[src/rtl/hbd_pkg.sv]
package hbd_pkg;

    localparam int HBD_DT_W     = 8;
    localparam int HBD_DT_CAP   = 220;
    localparam int HBD_DT_FLOOR = 1;

    typedef enum logic {
        SRC_PAIR = 1'b0,
        SRC_PWM  = 1'b1
    } src_mode_e;

    typedef struct packed {
        logic hi;
        logic lo;
    } gate_req_t;

    // Map raw command inputs to a per-side request according to the mode.
    function automatic gate_req_t route_cmd(
        input src_mode_e mode,
        input logic      hi,
        input logic      lo,
        input logic      pwm
    );
        gate_req_t r;
        if (mode == SRC_PWM) begin
            r.hi = pwm;
            r.lo = ~pwm;
        end else begin
            r.hi = hi;
            r.lo = lo;
        end
        return r;
    endfunction

    // Two-input mode asks for both switches at once.
    function automatic logic is_overlap(
        input src_mode_e mode,
        input logic      hi,
        input logic      lo
    );
        return (mode == SRC_PAIR) && hi && lo;
    endfunction

endpackage

[src/rtl/hbd_req_decode.sv]
module hbd_req_decode
    import hbd_pkg::*;
(
    input  logic      permit,
    input  logic      force_off,
    input  logic      mode_pwm,
    input  logic      cmd_hi,
    input  logic      cmd_lo,
    input  logic      cmd_pwm,
    output gate_req_t req
);
    src_mode_e mode;
    gate_req_t routed;
    logic      blocked;

    always_comb begin
        mode    = src_mode_e'(mode_pwm);
        routed  = route_cmd(mode, cmd_hi, cmd_lo, cmd_pwm);
        blocked = force_off | ~permit | is_overlap(mode, cmd_hi, cmd_lo);
        req     = blocked ? '0 : routed;
    end

endmodule

[src/rtl/hbd_dt_norm.sv]
module hbd_dt_norm #(
    parameter int DT_W     = 8,
    parameter int DT_CAP   = 220,
    parameter int DT_FLOOR = 1
) (
    input  logic [DT_W-1:0] dt_cfg,
    output logic [DT_W-1:0] dt_eff
);
    localparam logic [DT_W-1:0] CAP_V   = DT_W'(DT_CAP);
    localparam logic [DT_W-1:0] FLOOR_V = DT_W'(DT_FLOOR);

    always_comb begin
        if (dt_cfg == '0) begin
            dt_eff = FLOOR_V;
        end else if (dt_cfg > CAP_V) begin
            dt_eff = CAP_V;
        end else begin
            dt_eff = dt_cfg;
        end
    end

endmodule

[src/rtl/hbd_edge_gate.sv]
module hbd_edge_gate #(
    parameter int DT_W = 8
) (
    input  logic            clk,
    input  logic            rst,
    input  logic            req,
    input  logic            peer_on,
    input  logic [DT_W-1:0] dt_eff,
    output logic            gate_on
);
    logic [DT_W-1:0] wait_cnt;
    logic [DT_W:0]   wait_nxt;

    assign wait_nxt = {1'b0, wait_cnt} + 1'b1;

    always_ff @(posedge clk) begin
        if (rst) begin
            gate_on  <= 1'b0;
            wait_cnt <= '0;
        end else if (!req) begin
            // falling edge is never delayed
            gate_on  <= 1'b0;
            wait_cnt <= '0;
        end else if (peer_on) begin
            // peer still conducting: the gap has not started yet
            gate_on  <= 1'b0;
            wait_cnt <= '0;
        end else if (!gate_on) begin
            if (wait_nxt >= {1'b0, dt_eff}) begin
                gate_on <= 1'b1;
            end else begin
                wait_cnt <= wait_nxt[DT_W-1:0];
            end
        end
    end

endmodule

[src/rtl/hbd_gate_ctrl.sv]
module hbd_gate_ctrl
    import hbd_pkg::*;
#(
    parameter int DT_W     = HBD_DT_W,
    parameter int DT_CAP   = HBD_DT_CAP,
    parameter int DT_FLOOR = HBD_DT_FLOOR
) (
    input  logic            clk,
    input  logic            rst,
    input  logic            permit,
    input  logic            force_off,
    input  logic            mode_pwm,
    input  logic            cmd_hi,
    input  logic            cmd_lo,
    input  logic            cmd_pwm,
    input  logic [DT_W-1:0] dt_cfg,
    output logic            gate_a,
    output logic            gate_b
);
    localparam int N_SIDE = 2;

    gate_req_t         req;
    logic [DT_W-1:0]   dt_eff;
    logic [N_SIDE-1:0] side_req;
    logic [N_SIDE-1:0] side_on;

    hbd_req_decode u_dec (
        .permit    (permit),
        .force_off (force_off),
        .mode_pwm  (mode_pwm),
        .cmd_hi    (cmd_hi),
        .cmd_lo    (cmd_lo),
        .cmd_pwm   (cmd_pwm),
        .req       (req)
    );

    hbd_dt_norm #(
        .DT_W     (DT_W),
        .DT_CAP   (DT_CAP),
        .DT_FLOOR (DT_FLOOR)
    ) u_norm (
        .dt_cfg (dt_cfg),
        .dt_eff (dt_eff)
    );

    assign side_req = {req.lo, req.hi};

    for (genvar s = 0; s < N_SIDE; s++) begin : g_side
        hbd_edge_gate #(
            .DT_W (DT_W)
        ) u_gate (
            .clk     (clk),
            .rst     (rst),
            .req     (side_req[s]),
            .peer_on (side_on[N_SIDE-1-s]),
            .dt_eff  (dt_eff),
            .gate_on (side_on[s])
        );
    end

    assign gate_a = side_on[0];
    assign gate_b = side_on[1];

endmodule

[config.mk]
export PLATFORM = sky130hd
export DESIGN_NAME = hbd_gate_ctrl
export DESIGN_NICKNAME = d
export VERILOG_FILES = /design/src/rtl/hbd_pkg.sv /design/src/rtl/hbd_req_decode.sv /design/src/rtl/hbd_dt_norm.sv /design/src/rtl/hbd_edge_gate.sv /design/src/rtl/hbd_gate_ctrl.sv
export SDC_FILE = /design/constraint.sdc
export NUM_CORES = 1
export LEC_CHECK = 0
export ABC_AREA = 1
export BUFFER_PORTS_ARGS = -buffer_cell sky130_fd_sc_hd__buf_2
export CAP_MARGIN = 40
export CORE_ASPECT_RATIO = 1.4
export CORE_MARGIN = 10
export CORE_UTILIZATION = 35
export DETAILED_ROUTE_END_ITERATION = 16
export GPL_TIMING_DRIVEN = 0
export SLEW_MARGIN = 20
export SYNTH_ARGS = -nofsm -noshare
export SYNTH_HDL_FRONTEND = slang
export SYNTH_SLANG_ARGS = --single-unit
[constraint.sdc]
create_clock -name clk -period 4.1 [get_ports clk]
set_input_delay 0 -clock clk [delete_from_list [all_inputs] [get_ports clk]]
set_output_delay 0 -clock clk [all_outputs]
set_load 0.1 [all_outputs]
==> impl_metrics.csv <==
group,metric,value,unit
power,power.density_cell_area,208,nW/um^2
route,number_of_detailed_routing_iterations_run_before_antenna_repair,6,
global_route,pin_count_of_the_biggest_net_entering_global_routing,11,
synthesis,synth_fp_nets,261,
placed_design,dpl.hpwl,2750,um
placed_design,number_of_cells_after_detailed_placement,304,
layout,multi_input_area,1030,sq um
cts,post_cts_hold_buffer_count,0,
synthesis,seq_area_frac_synth,0.231,
run,timing.max_cap.violations,0,
synthesis,avg_inst_size_synth,6.86,sq um
global_route,grt_pass1_wl,5730,um
cts,clock_tree_from_tritoncts,"built",
die,placementRows,28,
timing,finalMaxSlewViolations,0,
critical_path,path_max_fanout,10,
cts,worst_skew_pair_latency,0.26,ns
route,drt_iter0_drc,58,
cts,cts.repair_timing.setup_buffer_count,0,
die,floorplan.die_area,7560,sq um
global_route,antenna_found_initial,0,
layout,final_design_area_no_fill,1770,sq um
synthesis,synth_seq_cells,18,
synthesis,postSynthCellCount,227,
critical_path,cp-end-kind,"register",
layout,final_net_count,283,
cts,cts.sink_count,18,
hold_path,hp-class,"in2reg",
global_route,grt_usage,0.0892,
layout,final_core_density,0.415,
cts,clkSlewWorstSetupHoldPaths,0.07,ns
layout,area.growth.synth_to_final,13.8,%
synthesis,post_synth_instance_area,1560,sq um
power,power_leakage,0.987,nW
timing,holdWs,0.104,ns
route,drt-wirelength-per-cell,10.7,um
placed_design,gpl.final_weighted_congestion,0.796,
route,drt_drc_violations_left,0,
global_route,number_of_global_route_vias_before_repair,1361,
cts,post_cts_resized,0,
die,initial_core_utilization,0.364,
timing,totalNegativeSetupSlack,0,ns
timing,final_period_minus_worst_setup_slack,2.52,ns
timing,layout_worst_path_cycle_share,0.614,
synthesis,synth_cell_types,25,
timing,timing_worst_slew_pin_value,0.528,ns
layout,drive_above_1_share,0.145,
layout,area.sequential,360,sq um
layout,final_cells,308,
cts,clock_tree.root_cell,"clkbuf_8",
die,die-height,98.9,um
critical_path,critPathRequiredTime,4.26,ns
timing,rsz0062_at_grt,"false",
timing,fmax,397,MHz
placed_design,placedInstanceArea,1720,sq um
route,final_antenna_net_count,0,
die,die_w,76.4,um
timing,finClkSkew,0.00151,ns
cts,tritoncts.num_buffers,3,
die,placeable_core_region,4270,sq um
timing,relSlewSlack,0.644,
cts,ctsLongestPathBuffers,2,
route,routed_via_density,4.59,
timing,timing_hold_violations_final,0,
global_route,final_global_route_overflow_total,0,
cts,htree_levels,1,
synthesis,total_number_of_yosys_warnings,0,
route,totalWireLength,3310,um
route,vias,1413,
critical_path,crit_type,"reg2reg",
critical_path,start_kind,"register",
layout,nFillCells,474,
layout,n_antenna_cell,0,
critical_path,timing.critical_path.arrival,2.68,ns
outcome,status,"finished clean",
die,io_pins,18,
power,ir_worst_vdd,0.000115,V
placed_design,port-buffer-count,17,
timing,final-setup-viol-count,0,
layout by cell type, fill, tap and decap left out, drive strengths merged, types with 3 or more instances in the layout:
cell type,netlist,final
nand2,53,53
inv,35,35
nor2,28,28
nand3,27,27
buf,4,21
a21oi,20,20
ha,18,18
dfxtp,18,18
xor2,4,4
xnor2,4,4
clkbuf,0,4
o21ai,3,3
a21boi,3,3
cell usage after synthesis:
master | number | area [sq um]
nand2_1 | 51 | 191
inv_1 | 35 | 131
nand3_1 | 25 | 125
nor2_1 | 25 | 93.8
a21oi_1 | 20 | 100
dfxtp_1 | 18 | 360
ha_1 | 18 | 225
xnor2_1 | 4 | 35.0
xor2_1 | 4 | 35.0
nor2_4 | 3 | 33.8
o21ai_0 | 3 | 15.0
a21boi_0 | 2 | 15.0
buf_2 | 2 | 10.0
buf_6 | 2 | 22.5
nand2_2 | 2 | 12.5
nand3_2 | 2 | 20.0
nand4_1 | 2 | 12.5
nor4_4 | 2 | 42.5
a21boi_1 | 1 | 7.51
a31oi_4 | 1 | 21.3
a41oi_1 | 1 | 8.76
nand3b_1 | 1 | 7.51
nor3_4 | 1 | 16.3
o41ai_1 | 1 | 8.76
or2_1 | 1 | 6.26
metal layers:
metal  wire length [um]  up-vias  track usage
met4                 53        0       0.0359
met3                 75        5       0.0155
met1               1430      617       0.0889
met5                  0        -            0
li1                   -      777            -
met2               1750       14        0.176
per-stage QoR:
stage / setup slack, ns / power, mW
floorplan: 1.93 / 0.206
global placement: 1.60 / 0.221
detailed placement: 1.59 / 0.222
CTS: 1.59 / 0.377
global route: 1.33 / 0.390
finish: 1.58 / 0.369
power breakdown:
group	internal [mW]	leakage, nW	total, mW	switching, mW
clock network	0.0856	0.0288	0.151	0.0653
registers	0.175	0.145	0.176	0.00103
logic	0.0170	0.813	0.0417	0.0247
state kept, by name (all words and copies together), names as in the netlist:
signal and flops:
g_side.u_gate.wait_cnt 16, g_side.u_gate.gate_on 2
critical path, stage by stage (launching register included):
cell	delay [ns]
dfxtp_1	0.42
ha_1	0.23
nand3_1	0.18
nor2_4	0.17
xnor2_1	0.15
inv_1	0.07
ha_1	0.30
a21oi_1	0.14
nand2_1	0.06
nand2_1	0.22
buf_2	0.27
nand3_1	0.09
nand2_1	0.06
nor2_1	0.04
final cells by class:
class | instances | area share
inverters | 35 | 0.0741
plain buffers | 4 | 0.0183
multi-input cells | 170 | 0.583
repair buffers | 17 | 0.0480
flip-flops and latches | 18 | 0.203
well taps | 60 | 0.0423
clock buffers | 4 | 0.0311
final timing paths:
path	from	endpoint	slack (ns)	cells after the start
setup / recovery	g_side[1].u_gate.wait_cnt[0]	g_side[1].u_gate.wait_cnt[6]	1.58	13
hold / removal	rst	g_side[0].u_gate.wait_cnt[7]	0.10	4
setup reg to reg	g_side[1].u_gate.wait_cnt[0]	g_side[1].u_gate.wait_cnt[6]	1.58	13
hold reg to reg	g_side[0].u_gate.wait_cnt[7]	g_side[0].u_gate.wait_cnt[7]	0.52	2
kinds of logic after synthesis:
group | after synthesis | share of synthesized area
adders and majority gates | 18 | 0.145
AOI/OAI and AO/OA | 29 | 0.113
xor gates and xnor gates | 8 | 0.0450
buffers and inverters | 39 | 0.105
DFF | 18 | 0.231
and+or+nand+nor | 115 | 0.361
(Power assumes the default switching activity.)
